## config.mk

```make
export PLATFORM = sky130hd
export DESIGN_NAME = conv_result_reader
export DESIGN_NICKNAME = d
export VERILOG_FILES = /design/src/rtl/crr_pkg.sv /design/src/rtl/crr_sync.sv /design/src/rtl/crr_half_timer.sv /design/src/rtl/crr_shifter.sv /design/src/rtl/conv_result_reader.sv
export SDC_FILE = /design/constraint.sdc
export NUM_CORES = 1
export LEC_CHECK = 0
export ABC_CLOCK_PERIOD_IN_PS = 2450
export BUFFER_PORTS_ARGS = -buffer_cell sky130_fd_sc_hd__buf_2
export CORE_MARGIN = 2
export CORE_UTILIZATION = 30
export CTS_CLUSTER_SIZE = 20
export DETAILED_ROUTE_END_ITERATION = 10
export GPL_TIMING_DRIVEN = 0
export HOLD_SLACK_MARGIN = 0.08
export PLACE_DENSITY_LB_ADDON = 0.08
export SYNTH_ARGS = -nofsm -noshare
export SYNTH_HDL_FRONTEND = slang
export SYNTH_SLANG_ARGS = --single-unit
```

## constraint.sdc

```tcl
create_clock -name clk -period 2.45 [get_ports clk]
set_input_delay 0.245 -clock clk [delete_from_list [all_inputs] [get_ports clk]]
set_output_delay 0.245 -clock clk [all_outputs]
set_load 0.02 [all_outputs]
```

## src/rtl/crr_pkg.sv

```systemverilog
package crr_pkg;

   typedef enum logic [2:0] {
      ST_IDLE  = 3'd0,
      ST_POLL  = 3'd1,
      ST_LOW   = 3'd2,
      ST_HIGH  = 3'd3,
      ST_GUARD = 3'd4
   } crr_state_e;

   function automatic int crr_max3(input int a, input int b, input int c);
      int m;
      m = (a > b) ? a : b;
      return (m > c) ? m : c;
   endfunction

endpackage

```

## src/rtl/crr_sync.sv

```systemverilog
module crr_sync #(
   parameter int   STAGES    = 2,
   parameter logic RESET_VAL = 1'b1
) (
   input  logic clk,
   input  logic rst_n,
   input  logic d,
   output logic q
);

   if (STAGES < 2) begin : g_bad_depth
      $error("crr_sync: STAGES must be at least 2");
   end

   logic [STAGES-1:0] chain;

   always_ff @(posedge clk or negedge rst_n) begin
      if (!rst_n) chain <= {STAGES{RESET_VAL}};
      else        chain <= {chain[STAGES-2:0], d};
   end

   assign q = chain[STAGES-1];

endmodule

```

## src/rtl/crr_half_timer.sv

```systemverilog
module crr_half_timer #(
   parameter int CNT_W = 4
) (
   input  logic             clk,
   input  logic             rst_n,
   input  logic             run,
   input  logic [CNT_W-1:0] limit,
   output logic             done
);

   logic [CNT_W-1:0] cnt;
   logic [CNT_W-1:0] last;

   assign last = limit - 1'b1;
   assign done = run && (cnt == last);

   always_ff @(posedge clk or negedge rst_n) begin
      if (!rst_n)             cnt <= '0;
      else if (!run || done)  cnt <= '0;
      else                    cnt <= cnt + 1'b1;
   end

endmodule

```

## src/rtl/crr_shifter.sv

```systemverilog
module crr_shifter #(
   parameter int WIDTH = 24
) (
   input  logic             clk,
   input  logic             rst_n,
   input  logic             shift_en,
   input  logic             din,
   output logic [WIDTH-1:0] word
);

   if (WIDTH < 2) begin : g_bad_width
      $error("crr_shifter: WIDTH must be at least 2");
   end

   always_ff @(posedge clk or negedge rst_n) begin
      if (!rst_n)        word <= '0;
      else if (shift_en) word <= {word[WIDTH-2:0], din};
   end

endmodule

```

## src/rtl/conv_result_reader.sv

```systemverilog
module conv_result_reader
   import crr_pkg::*;
#(
   parameter int FRAME_BITS  = 24,
   parameter int HALF_HI     = 4,
   parameter int HALF_LO     = 4,
   parameter int SYNC_STAGES = 2
) (
   input  logic                  clk,
   input  logic                  rst_n,
   input  logic                  enable,
   input  logic                  sdo_in,
   output logic                  sck_out,
   output logic [FRAME_BITS-1:0] result_word,
   output logic                  chan_bit,
   output logic                  result_valid,
   output logic                  frame_err,
   output logic                  ready_irq
);

   localparam int GUARD_CYC = SYNC_STAGES + 1;
   localparam int MAX_LIM   = crr_max3(HALF_HI, HALF_LO, GUARD_CYC);
   localparam int CNT_W     = $clog2(MAX_LIM + 1);
   localparam int BIT_W     = $clog2(FRAME_BITS + 1);
   localparam int EOC_POS   = FRAME_BITS - 1;
   localparam int CHAN_POS  = FRAME_BITS - 2;

   localparam logic [CNT_W-1:0] LIM_LO    = CNT_W'(HALF_LO);
   localparam logic [CNT_W-1:0] LIM_HI    = CNT_W'(HALF_HI);
   localparam logic [CNT_W-1:0] LIM_GUARD = CNT_W'(GUARD_CYC);
   localparam logic [BIT_W-1:0] LAST_BIT  = BIT_W'(FRAME_BITS);

   if (FRAME_BITS < 2) begin : g_bad_frame
      $error("conv_result_reader: FRAME_BITS must hold flag and channel bits");
   end
   if (HALF_HI < 1) begin : g_bad_hi
      $error("conv_result_reader: HALF_HI must be at least 1");
   end
   if (HALF_LO < SYNC_STAGES + 1) begin : g_bad_lo
      $error("conv_result_reader: HALF_LO must cover the synchroniser latency");
   end

   logic             sdo_s;
   crr_state_e       state, state_nx;
   logic             tmr_run, tmr_done;
   logic [CNT_W-1:0] tmr_limit;
   logic [BIT_W-1:0] bit_cnt;
   logic             sck_q;
   logic             shift_en;
   logic             frame_done;
   logic [FRAME_BITS-1:0] word_sh;

   crr_sync #(
      .STAGES    (SYNC_STAGES),
      .RESET_VAL (1'b1)
   ) u_sync (
      .clk   (clk),
      .rst_n (rst_n),
      .d     (sdo_in),
      .q     (sdo_s)
   );

   always_comb begin
      tmr_run = (state == ST_LOW) || (state == ST_HIGH) || (state == ST_GUARD);
      unique case (state)
         ST_LOW:  tmr_limit = LIM_LO;
         ST_HIGH: tmr_limit = LIM_HI;
         default: tmr_limit = LIM_GUARD;
      endcase
   end

   crr_half_timer #(
      .CNT_W (CNT_W)
   ) u_timer (
      .clk   (clk),
      .rst_n (rst_n),
      .run   (tmr_run),
      .limit (tmr_limit),
      .done  (tmr_done)
   );

   assign shift_en   = (state == ST_LOW) && tmr_done;
   assign frame_done = (state == ST_HIGH) && tmr_done && (bit_cnt == LAST_BIT);

   crr_shifter #(
      .WIDTH (FRAME_BITS)
   ) u_shift (
      .clk      (clk),
      .rst_n    (rst_n),
      .shift_en (shift_en),
      .din      (sdo_s),
      .word     (word_sh)
   );

   always_comb begin
      state_nx = state;
      unique case (state)
         ST_IDLE:  if (enable) state_nx = ST_POLL;
         ST_POLL: begin
            if (!enable)     state_nx = ST_IDLE;
            else if (!sdo_s) state_nx = ST_LOW;
         end
         ST_LOW:   if (tmr_done) state_nx = ST_HIGH;
         ST_HIGH: begin
            if (tmr_done) state_nx = (bit_cnt == LAST_BIT) ? ST_GUARD : ST_LOW;
         end
         ST_GUARD: if (tmr_done) state_nx = enable ? ST_POLL : ST_IDLE;
         default:  state_nx = ST_IDLE;
      endcase
   end

   always_ff @(posedge clk or negedge rst_n) begin
      if (!rst_n) begin
         state   <= ST_IDLE;
         bit_cnt <= '0;
         sck_q   <= 1'b0;
      end else begin
         state <= state_nx;
         if (state == ST_POLL) bit_cnt <= '0;
         else if (shift_en)    bit_cnt <= bit_cnt + 1'b1;
         if (shift_en)                           sck_q <= 1'b1;
         else if ((state == ST_HIGH) && tmr_done) sck_q <= 1'b0;
      end
   end

   always_ff @(posedge clk or negedge rst_n) begin
      if (!rst_n) begin
         result_word  <= '0;
         chan_bit     <= 1'b0;
         result_valid <= 1'b0;
         frame_err    <= 1'b0;
      end else begin
         result_valid <= frame_done && !word_sh[EOC_POS];
         frame_err    <= frame_done &&  word_sh[EOC_POS];
         if (frame_done) begin
            result_word <= word_sh;
            chan_bit    <= word_sh[CHAN_POS];
         end
      end
   end

   assign sck_out   = sck_q;
   assign ready_irq = (state == ST_POLL) && !sdo_s;

endmodule

```

=== Yosys cells after proc, flatten, opt, wreduce, memory -nomap -nowiden ===
Index checks and enable logic that the tools add are counted.

* Divide/modulo/power cells: 0
* $add $sub $neg: 3
* $mul: 0
* Magnitude comparators: 0
* Shift-type cells: 0
* Eq/ne operators: 11
* Reduce and logical (&&, ||, !) cells: 18
* Muxes and demuxes: 15
* Bitwise operators: 0

{| class="wikitable"
|+ Operator list
! kind !! number
|-
| 3-bit two-way mux || 9
|-
| 3-bit one-hot mux with 5 select lines || 1
|-
| 5-bit two-way mux || 2
|-
| 2-bit != test, second input constant || 4
|-
| 1-bit logical AND || 7
|-
| 3-bit by 2-bit equality test with 1-bit output, second input constant || 2
|-
| 5-bit by 1-bit adder with 5-bit output, second input constant || 1
|-
| 5-bit equality test, second input constant || 1
|-
| 5-bit AND reduction || 1
|-
| 2-bit nonzero test || 2
|-
| 3-bit by 1-bit adder with 3-bit output, second input constant || 1
|-
| 3-bit by 1-bit equality test with 1-bit output, second input constant || 1
|-
| 3-bit equality test || 1
|-
| 3-bit equality test, second input constant || 1
|-
| 1-bit logical NOT || 3
|-
| 3-bit logical NOT || 1
|-
| 1-bit logical OR || 3
|-
| 1-bit two-way mux || 3
|-
| 3-bit != test, second input constant || 1
|-
| 3-bit by 1-bit subtractor with 3-bit output, second input constant || 1
|-
| 2-bit OR reduction || 1
|}

* Output and inout bits: 29
* Word-level logic and storage cells: 57
* Memories: 0
* ROM bits: 0
* Register bits after elaboration: 65
* Bits of input ports: 4
* Bits in latches: 0
* Memory bits (writable): 0

=== Longest topological paths before layout ===
Gate-level depths: netlist of run 1.

* Depth in word-level cells: 9
* Gate-level depth with buffers: 7
* Gate-level depth less buffers: 5

=== Modules after synthesis ===
Synthesis of run 1 repeated with hierarchy kept, for this count alone.

* Cells, all modules: 185
* Area, all modules: 2743.9 µm²

{| class="wikitable"
|+ Modules (own cells, without submodules)
! module !! seq. area each (µm²) !! times used !! area an instance (µm²) !! cells an instance
|-
| conv_result_reader || 875.8 || 1 || 1471.4 || 111
|-
| crr_shifter || 600.6 || 1 || 997.2 || 51
|-
| crr_half_timer || 75.1 || 1 || 222.7 || 21
|-
| crr_sync || 52.6 || 1 || 52.6 || 2
|}

=== Worst setup path after synthesis of run 1 ===
OpenSTA, ideal clock, no wires.

* Kind: register to register
* Start: register state[0]
* End: register state[0]
* Data arrival time: 1.548 ns
* Setup slack: 0.777 ns
* Stages on the path, launching flop included: 5
* Path buffers: 0
* Clock period less this slack: 1.673 ns
* Required time: 2.325 ns
* Library setup time: 0.125 ns
* Cells stage by stage: dfrtp_1 > or3b_1 > mux2_2 > nand3b_1 > mux2_2

* Longest elaborated chain between the ends: 8
* Elaborated cells on any way between the ends: 19
* Classes of those cells: add/sub: 1; eq/ne: 10; mux: 2; reduce/logical: 6

{| class="wikitable"
|+ Ends and longest elaborated chain
! what !! RTL line !! source
|-
| from (decl) || conv_result_reader.sv:44 || <nowiki>crr_state_e state, state_nx;</nowiki>
|-
| from (signal assigned) || conv_result_reader.sv:118 || <nowiki>state <= state_nx;</nowiki>
|-
| 3-bit by 2-bit equality test with 1-bit output || conv_result_reader.sv:64, conv_result_reader.sv:65, conv_result_reader.sv:97 ||
|-
| 2-bit OR reduction (no line) || n/a ||
|-
| 3-bit two-way mux || conv_result_reader.sv:65 || <nowiki>unique case (state)</nowiki>
|-
| 3-bit by 1-bit subtractor with 3-bit output || crr_half_timer.sv:14 || <nowiki>assign last = limit - 1'b1;</nowiki>
|-
| 3-bit equality test || crr_half_timer.sv:15 || <nowiki>assign done = run && (cnt == last);</nowiki>
|-
| 1-bit logical AND || crr_half_timer.sv:15 ||
|-
| 2-bit != test (no line) || n/a ||
|-
| 5-bit AND reduction (no line) || n/a ||
|}

Several ways; a longest one is shown, not always the timed one.
A chain may end at the register's enable or synchronous reset.

=== Worst setup path in the final report of run 1 ===
* Start: register state[2]
* End: output port ready_irq

* Longest elaborated chain between the ends: 2

{| class="wikitable"
|+ Ends and longest elaborated chain
! what !! RTL line !! source
|-
| 3-bit by 1-bit equality test with 1-bit output || conv_result_reader.sv:143 || <nowiki>assign ready_irq = (state == ST_POLL) && !sdo_s;</nowiki>
|-
| 1-bit logical AND || conv_result_reader.sv:143 ||
|-
| to (decl) || conv_result_reader.sv:18 || <nowiki>output logic ready_irq</nowiki>
|}

No other way between the ends.

==> results.md, run 1 <==
* CTS clk-pin slew, worst paths at 0.07 ns
* CP Data Arrival Time at 1.65 ns
* Clock buffer depth at 2
* Mean Syn Cell Area at 14.6 um2
* Critical Path End Type: output port
* Commonest non-fill, non-tap cell in the layout: dfrtp_1
* Worst EP required at 2.20 ns
* 1st-iter DRT viols at 44
* Post-DP HPWL at 2940 um
* Startpoint types: flop
* Routed len/inst at 13.3 um
* Met1 Use GR at 13.9%
* Total gr overflow at 0
* Slew Viols, Final at 0
* Tot Pwr at 0.00207 W
* Synthesized-area fraction occupied by adder cells at 1.42%
* Synth-to-layout area growth at 19.8%
* Die H at 98.0 um
* Row count at 34
* Peak Freq at 529 MHz
* Core Area at 8640 um2
* Port bufs at 32
* Clock network fraction of total power at 46.8%
* Diodes inserted at 0
* Simple-Gate Fraction of Synth Area at 7.08%
* DRT Pass-1 Iters at 4
* Finished Layout Cells at 339
* Met3 Track Usage GR at 3.65%
* Max_cap viols at 0
* Comb pwr share at 1.5%
* Total CTS buffers at 9
* Kind of critical path: reg2out
* Chip Width at 98.0 um
* Syn Nets at 189
* Clk Latency, worst-skew pair at 0.34 ns
* Post-synthesis cell area at 2650 um2
* Vias in the first global route at 1541
* Post-synth EDFFs at 0
* Worst min path class: in2reg
* # DRC at 0
* Initial core utilization at 30.7%
* Setup_tns at 0 ns
* Worst Skew at 0.0103 ns
* Most frequent cells in the layout: dfrtp_1, buf_2, mux2_2
* Largest net degree at the start of global routing at 65
* Actual slew at the worst max-slew pin at 0.805 ns
* Register area at 1600 um2
* Via density per instance at 4.50
* XOR/XNOR Fraction of Synth Area at 0.661%
* Main combinational cell family by area after synthesis: multiplexers
* Netlist cell types at 33
* Min cycle time layout at 1.89 ns
* Clk sink count at 64
* Placed cells at 322
* Total die area at 9600 um2
* Via count at 1524
* H-tree depth at 3
* Cells after synthesis at 182
* RD Place Congestion at 0.691
* Fin crit share at 77.2%
* Initial antenna violation count at 0
* Number of nets with antenna violations after routing at 0
* RSZ-0062 raised after global routing: no
* Leak pwr at 1.67 nW
* Main flop type after synthesis: dfrtp_1
* Filler instances at 857
* Sequential area share after synthesis at 60.5%
* Layout cells sized above 1 at 45.5%
* Internal at 0.00164 W
* Worst vdd ir at 295 uV
* Sequential Power Share at 51.7%
* # IOs at 33
* Ys Warns at 0
* Fraction of registers with async set/reset at 100%
* GR peak layer: met2
* Switching Share at 20.8%
* CTS tree: built
* CP max FO at 7
* Area of the multi-input gates at 955 um2
* Fin. Hold Viols at 0
* Power per Cell Area at 651 nW/um2
* Final wirelength at 4500 um
* Final setup viols at 0
* Nets at 234
* Synth Area in Compound Gates at 3.26%
* Setup Fix Bufs, Post-CTS at 0
* Slew HR at 46.4%
* Tot GR Track Use at 10.4%
* Root buf cell: clkbuf_8
* Met2 Use GR at 14.7%
* Seq cells post-synth at 64
* Multiplexer share of the synthesized area at 23.6%
* Status: finished, final reports clean
* Net Switching at 0.000429 W
* Global-route wire length before repair at 7800 um
[layout make-up]
class	count	area share, %
plain buffers	8	2.17
inverters	6	0.709
repair buffers	34	5.75
flip-flops and latches	64	50.5
well taps	108	4.26
clock buffers	9	3.90
multi-input cells	104	30.1
clock inverters	6	2.64
[worst paths after layout]
| kind | endpoint | slack, ns | startpoint | depth (start not counted) |
|---|---|---|---|---|
| min in group asynchronous | result_word[11]$_DFFE_PN0P_ | 0.54 | rst_n | 2 |
| setup reg to reg | result_word[21]$_DFFE_PN0P_ | 0.63 | bit_cnt[0]$_DFFE_PN0P_ | 7 |
| max in group asynchronous | result_word[1]$_DFFE_PN0P_ | 1.38 | rst_n | 2 |
| hold reg to reg | u_sync.chain[1]$_DFF_PN1_ | 0.36 | u_sync.chain[0]$_DFF_PN1_ | 0 |
| setup / recovery | ready_irq | 0.56 | state[2]$_DFFE_PN0P_ | 5 |
| hold / removal | state[1]$_DFFE_PN0P_ | 0.19 | enable | 3 |
[registers in the layout, summed over array words and instances, names as in the netlist]
| name | count |
|---|---|
| result_word | 24 |
| u_shift.word | 24 |
| bit_cnt | 5 |
| u_sync.chain | 2 |
| result_valid | 1 |
| sck_out | 1 |
| u_timer.cnt | 3 |
| state | 3 |
| frame_err | 1 |
[critical path: stages, from the launching register on]
cell and delay (ns):
dfrtp_1 0.43, nor2_1 0.14, and2_1 0.13, clkbuf_1 0.26
nor2b_1 0.18, buf_2 0.17
[synth_stat cells, drive strengths merged, types with 3 or more instances]
cell type   n  area share [%]
dfrtp      62              59
mux2       49              23
nor2        9             1.3
buf         7             2.5
inv         6            0.85
o21ai       6             1.1
a21oi       5            0.94
nand2       5            0.71
nor2b       4            0.94
ha          3             1.4
or3         3            0.71
[routing by layer]
metal  part of all wire (%)  vias up
met2                     45       41
li1                       -      723
met1                     47      751
met3                    5.8        9
met4                    2.4        0
met5                      0        -
[through the flow]
step	setup WS, ns	utilization [%]	cell area, um2	hold WS, ns
after floorplan	0.777	-	2650	-0.0506
after global placement	0.613	34.1	2950	0.346
after detailed placement	0.618	34.1	2950	0.348
after CTS	0.494	36.8	3180	0.166
after global routing	0.408	36.8	3180	0.185
final	0.560	36.8	3180	0.187
[power by group through the flow]
stage                logic (W)  registers (W)  clock network [W]
global placement     0.0000303        0.00109                  0
global route         0.0000360        0.00107            0.00105
CTS                  0.0000332        0.00107            0.00101
detailed placement   0.0000305        0.00109                  0
finish               0.0000303        0.00107           0.000968
floorplan           0.00000474        0.00109                  0
[cell families (layout without fill, tap and decap cells)]
family                   after synthesis  after routing
flip-flops                            64             64
multiplexers                          50             50
AND/OR/NAND/NOR                       34             34
AO/OA/AOI/OAI                         15             15
buffers and inverters                 14             63
adder cells (fa/ha/maj)                3              3
XOR/XNOR                               2              2
[what timing repair did]
action | CTS | global route
hold buffers | 2 | 0
endpoints found under the hold margin | 63 | 0
resized for setup | 0 | 0
Note: power is estimated with default switching activity, not from simulation.
==> run 2, diff against run 1 <==
--- a/config.mk
+++ b/config.mk
@@ -5,7 +5,7 @@
 export SDC_FILE = /design/constraint.sdc
 export NUM_CORES = 1
 export LEC_CHECK = 0
-export ABC_CLOCK_PERIOD_IN_PS = 2450
+export ABC_CLOCK_PERIOD_IN_PS = 1600
 export BUFFER_PORTS_ARGS = -buffer_cell sky130_fd_sc_hd__buf_2
 export CORE_MARGIN = 2
 export CORE_UTILIZATION = 30
==> constraint.sdc (replaced) <==
create_clock -name clk -period 1.6 [get_ports clk]
set_input_delay 0.16 -clock clk [delete_from_list [all_inputs] [get_ports clk]]
set_output_delay 0.16 -clock clk [all_outputs]
set_load 0.02 [all_outputs]
==> run 2 against run 1 <==
Against the previous run:
- the run now ends with negative setup slack left
- clock skew down 0.0031 ns
- clock power is 80% higher
- non-clock buffer count up 27
- wire length grew 15%
- critical endpoint is now result_word[22]$_DFFE_PN0P_
==> results.md, run 2 (synthesis results as in run 1) <==
* Setup_tns at -3.96 ns
* CP Data Arrival Time at 1.95 ns
* Top delay family on crit path: simple AND/OR/NAND/NOR gates
* Most frequent cells in the layout: dfrtp_1, mux2_2, buf_2
* Actual slew at the worst max-slew pin at 0.823 ns
* Routed len/inst at 14.1 um
* CP max FO at 6
* Worst path max stage delay at 0.42 ns
* Worst path slowest cell: dfrtp_1
* Chip Width at 98.0 um
* Die H at 98.0 um
* Status: finished, violations left
* Final Cell Area at 3600 um2
* Post-DP HPWL at 3070 um
* Clk Latency, worst-skew pair at 0.34 ns
* # DRC at 0
* Critical Path End Type: flop
* H-tree depth at 3
* Max_cap viols at 0
* Crit path buffers/inverters at 2
* Initial core utilization at 30.7%
* Via density per instance at 4.41
* Via count at 1619
* Core Area at 8640 um2
* Row count at 34
* Fin. Hold Viols at 0
* Final wirelength at 5190 um
* Finished Layout Cells at 367
* Tot GR Track Use at 11.2%
* Clk sink count at 64
* Failing checks: negative setup slack
* Worst vdd ir at 393 uV
* Min cycle time layout at 1.72 ns
* Total CTS buffers at 9
* Number of nets with antenna violations after routing at 0
* Commonest non-fill, non-tap cell in the layout: dfrtp_1
* Initial antenna violation count at 0
* 1st-iter DRT viols at 27
* Setup ws final at -0.125 ns
* DRT Pass-1 Iters at 4
* RSZ-0062 raised after global routing: yes
* Slew HR at 45.1%
* Comb pwr share at 1.4%
* Clock buffer depth at 2
* Diodes inserted at 0
* Final setup viols at 51
* Clock network fraction of total power at 50.8%
* Worst min path class: reg2reg
* Hold path cells at 0
* Critical-path cell list: and4bb_1 > nand2_2 > or2_1 > buf_6 > clkbuf_16 > mux2_4
* Sequential Power Share at 47.8%
* Total gr overflow at 0
* Placed cell areas at 2950 um2
* Global-route wire length before repair at 8340 um
* Kind of critical path: reg2reg
* RD Place Congestion at 0.664
* Placed cells at 322
* Slew Viols, Final at 0
* Switching Share at 20.4%
* Fin crit share at 108%
* # IOs at 33
* Port bufs at 32
* Power per Cell Area at 950 nW/um2
* Net Switching at 0.000698 W
* Leak pwr at 1.88 nW
* Peak Freq at 580 MHz
* Vias in the first global route at 1631
* Internal at 0.00273 W
* Startpoint types: flop
* Layout cells sized above 1 at 57.9%
* Place WS at -0.217 ns
* Worst-case reg-to-reg path depth at 6
* Largest net degree at the start of global routing at 65
* Nets at 261
* CTS clk-pin slew, worst paths at 0.07 ns
* Largest regs: result_word: 24 flops, u_shift.word: 24 flops, bit_cnt: 5 flops
* Root buf cell: clkbuf_8
* Worst path depth at 6
* Synth-to-layout area growth at 36.0%
* CTS tree: built
* Worst Skew at 0.00718 ns
* Total die area at 9600 um2
* Worst EP required at 1.83 ns
## run 2: cell count changes in the layout (fill, tap and decap cells not counted), moves of 3 or more
cell	previous run	this run
a21oi_2	0	3
buf_2	34	30
clkinv_2	3	0
buf_4	2	22
buf_6	2	8
a21oi_1	5	2
## run 2: metal layers
layer	share of wire [%]	track usage (%)
met1	49	15.2
met2	46	16.1
met3	4.9	5.15
met4	0.64	3.21
met5	0	0
## run 2: repair_timing
item / CTS / global route
endpoints found under the hold margin: 64 / 0
pin swaps: 5 / 9
hold buffers: 3 / 0
endpoints found under the setup margin: 51 / 57
resized for setup: 17 / 23
setup buffers: 16 / 6
gates cloned: 1 / 4
## run 2: area by class of cell
| type | count | area [um2] |
|---|---|---|
| plain buffers | 7 | 96.3 |
| clock buffers | 10 | 138 |
| clock inverters | 6 | 114 |
| fillers | 811 | 5030 |
| inverters | 6 | 22.5 |
| multi-input cells | 104 | 1020 |
| flip-flops and latches | 64 | 1610 |
| well taps | 108 | 135 |
| repair buffers | 62 | 472 |
## run 2: power groups by stage
stage	Clock [W]	Combinational [W]	Sequential [W]
after global routing	0.00187	0.0000582	0.00164
after detailed placement	0	0.0000465	0.00167
after floorplan	0	0.00000726	0.00167
final	0.00174	0.0000489	0.00164
after global placement	0	0.0000461	0.00167
after CTS	0.00179	0.0000523	0.00164
## run 2: worst reg2reg max path, cell delays in order, from the launching register on
cell and delay, ns:
dfrtp_1 0.42, and4bb_1 0.30, nand2_2 0.07, or2_1 0.22, buf_6 0.15, clkbuf_16 0.16, mux2_4 0.29
## run 2: final timing paths
check	from	endpoint	slack (ns)
worst max-delay path	state[2]$_DFFE_PN0P_	result_word[22]$_DFFE_PN0P_	-0.12
worst min-delay path	u_sync.chain[0]$_DFF_PN1_	u_sync.chain[1]$_DFF_PN1_	0.36
worst max register to register	state[2]$_DFFE_PN0P_	result_word[22]$_DFFE_PN0P_	-0.12
worst min register to register	u_sync.chain[0]$_DFF_PN1_	u_sync.chain[1]$_DFF_PN1_	0.36
max in group asynchronous	rst_n	state[0]$_DFFE_PN0P_	0.57
min in group asynchronous	rst_n	result_word[10]$_DFFE_PN0P_	0.46
## run 2: per-stage QoR
step	total power, W	hold WS [ns]	utilization [%]
5_1_grt	0.00356	0.368	41.7
2_1_floorplan	0.00167	-0.136	-
3_3_place_gp	0.00171	0.269	34.1
4_1_cts	0.00348	0.359	39.7
6_report	0.00342	0.358	41.7
3_5_place_dp	0.00171	0.269	34.2
==> run 3, diff against run 2 <==
--- a/config.mk
+++ b/config.mk
@@ -5,7 +5,7 @@
 export SDC_FILE = /design/constraint.sdc
 export NUM_CORES = 1
 export LEC_CHECK = 0
-export ABC_CLOCK_PERIOD_IN_PS = 1600
+export ABC_CLOCK_PERIOD_IN_PS = 2000
 export BUFFER_PORTS_ARGS = -buffer_cell sky130_fd_sc_hd__buf_2
 export CORE_MARGIN = 2
 export CORE_UTILIZATION = 30
@@ -14,6 +14,7 @@
 export GPL_TIMING_DRIVEN = 0
 export HOLD_SLACK_MARGIN = 0.08
 export PLACE_DENSITY_LB_ADDON = 0.08
+export RECOVER_POWER = 100
 export SYNTH_ARGS = -nofsm -noshare
 export SYNTH_HDL_FRONTEND = slang
 export SYNTH_SLANG_ARGS = --single-unit
==> constraint.sdc (replaced) <==
create_clock -name clk -period 2 [get_ports clk]
set_input_delay 0.2 -clock clk [delete_from_list [all_inputs] [get_ports clk]]
set_output_delay 0.2 -clock clk [all_outputs]
set_load 0.02 [all_outputs]
==> run 3 against run 2 <==
Against the previous run:
- the run now ends clean
- die area unchanged
- first-iteration DRC count increased by 70%
- highest routed layer unchanged
- global-route usage decreased by 0.81 points
- clock skew increased by 0.0030 ns
- critical endpoint is now result_word[12]$_DFFE_PN0P_
- non-clock buffer count decreased by 27
- flip-flop and latch count unchanged
- critical path depth increased by 1
==> results.md, run 3 (synthesis results as in run 1) <==
* Worst Skew at 0.0102 ns
* Status: finished, final reports clean
* Port bufs at 32
* Nets at 234
* DRT Pass-1 Iters at 4
* Fin crit share at 93.9%
* Routed len/inst at 13.3 um
* Clock buffer depth at 2
* Initial core utilization at 30.7%
* Commonest non-fill, non-tap cell in the layout: dfrtp_1
* Final setup viols at 0
* Setup ws final at 0.122 ns
* # IOs at 33
* Min cycle time layout at 1.88 ns
* Worst-case reg-to-reg path depth at 7
* Setup_tns at 0 ns
* Root buf cell: clkbuf_8
* Clk Latency, worst-skew pair at 0.34 ns
* Launch point of the worst reg-to-reg path: bit_cnt[0]$_DFFE_PN0P_
* Hold path cells at 3
* Worst EP required at 2.22 ns
* Slew HR at 6.23%
* Startpoint types: flop
* Final wirelength at 4520 um
* R2R Path End: result_word[12]$_DFFE_PN0P_
* Core Area at 8640 um2
* Critical path launch point: bit_cnt[0]$_DFFE_PN0P_
* Post-DP HPWL at 2940 um
* Slew Viols, Final at 0
* Place WS at 0.168 ns
* CP max FO at 10
* Peak Freq at 532 MHz
* Chip Width at 98.0 um
* Via count at 1515
* Total CTS buffers at 9
* Row count at 34
* Critical Path End Type: flop
* Largest net degree at the start of global routing at 65
* Global-route wire length before repair at 7800 um
* CTS clk-pin slew, worst paths at 0.07 ns
* Diodes inserted at 0
* Initial antenna violation count at 0
* Leak pwr at 1.51 nW
* Tot GR Track Use at 10.4%
* Clk sink count at 64
* 1st-iter DRT viols at 46
* RSZ-0062 raised after global routing: no
* Die H at 98.0 um
* Kind of critical path: reg2reg
* Number of nets with antenna violations after routing at 0
* Crit path to: result_word[12]$_DFFE_PN0P_
* Via density per instance at 4.47
* R2r setup slk at 0.12 ns
* Most frequent cells in the layout: dfrtp_1, mux2_2, clkbuf_1
* # DRC at 0
* Total die area at 9600 um2
* H-tree depth at 3
* Max_cap viols at 0
* RD Place Congestion at 0.691
* Total gr overflow at 0
* Worst min path class: in2reg
* Power per Cell Area at 822 nW/um2
* Worst vdd ir at 361 uV
* Actual slew at the worst max-slew pin at 1.41 ns
* Vias in the first global route at 1541
* Synth-to-layout area growth at 16.1%
* Largest regs: result_word: 24 flops, u_shift.word: 24 flops, bit_cnt: 5 flops
* Fin. Hold Viols at 0
* Post-CTS Resized at 0
* CP Data Arrival Time at 2.10 ns
* CTS tree: built
* Layout cells sized above 1 at 27.3%
-- run 3: changes by cell type in the layout (fill, tap and decap cells not counted), moves of 3 or more --
cell      previous run  this run
buf_2               30         5
clkbuf_1             0        29
mux2_1               0        14
mux2_4              17         4
a21oi_1              2         5
buf_6                8         2
clkinv_2             0         3
buf_4               22         2
a21oi_2              3         0
-- run 3: worst min path at each step --
stage / to / startpoint / slack, ns
after floorplan: bit_cnt[0]$_DFFE_PN0P_ / rst_n / -0.1
after global placement: u_sync.chain[0]$_DFF_PN1_ / sdo_in / 0.31
after detailed placement: u_sync.chain[0]$_DFF_PN1_ / sdo_in / 0.31
after CTS: state[1]$_DFFE_PN0P_ / enable / 0.12
after global routing: state[1]$_DFFE_PN0P_ / enable / 0.14
final: state[1]$_DFFE_PN0P_ / enable / 0.14
-- run 3: worst max-delay path, stage by stage (launching register included) --
cell and delay [ns]:
dfrtp_1 0.40, inv_1 0.09, ha_1 0.18, nand4_1 0.15, or2_1 0.27, buf_6 0.14
buf_4 0.19, mux2_1 0.32
-- run 3: layout make-up --
type	instances	area, um2
multi-input combinational	104	906
clock inverter	6	83.8
buffer	8	56.3
tap	108	135
timing repair buffer	34	145
sequential	64	1600
clock buffer	9	124
fill	874	5560
inverter	6	22.5
-- run 3: power breakdown --
| part | leakage [nW] | switching [W] | internal (W) | total (W) |
|---|---|---|---|---|
| sequential | 0.854 | 0.00000572 | 0.00130 | 0.00131 |
| combinational | 0.547 | 0.0000271 | 0.00000922 | 0.0000363 |
| clock | 0.109 | 0.000492 | 0.000692 | 0.00118 |
-- run 3: metal layers --
| metal | GRT usage [%] | vias to the layer above | wire [um] |
|---|---|---|---|
| met2 | 14.7 | 38 | 1980 |
| met1 | 13.9 | 745 | 2190 |
| li1 | - | 724 | - |
| met5 | 0 | - | 0 |
| met3 | 3.65 | 8 | 243 |
| met4 | 5.66 | 0 | 110 |
-- run 3: repair_timing --
action                    4_1_cts  5_1_grt
hold endpoints to repair       63        0
hold buffers                    2        0
setup buffers                   0        0
-- run 3: per-stage QoR --
| step | power, W | instances | util (%) | hold WS, ns | instance area [um2] |
|---|---|---|---|---|---|
| after global placement | 0.00137 | 322 | 34.1 | 0.306 | 2950 |
| after global routing | 0.00264 | 339 | 35.6 | 0.140 | 3080 |
| after detailed placement | 0.00137 | 322 | 34.1 | 0.307 | 2950 |
| final | 0.00253 | 339 | 35.6 | 0.142 | 3080 |
| after CTS | 0.00259 | 339 | 36.8 | 0.121 | 3180 |
| after floorplan | 0.00134 | 182 | - | -0.0956 | 2650 |
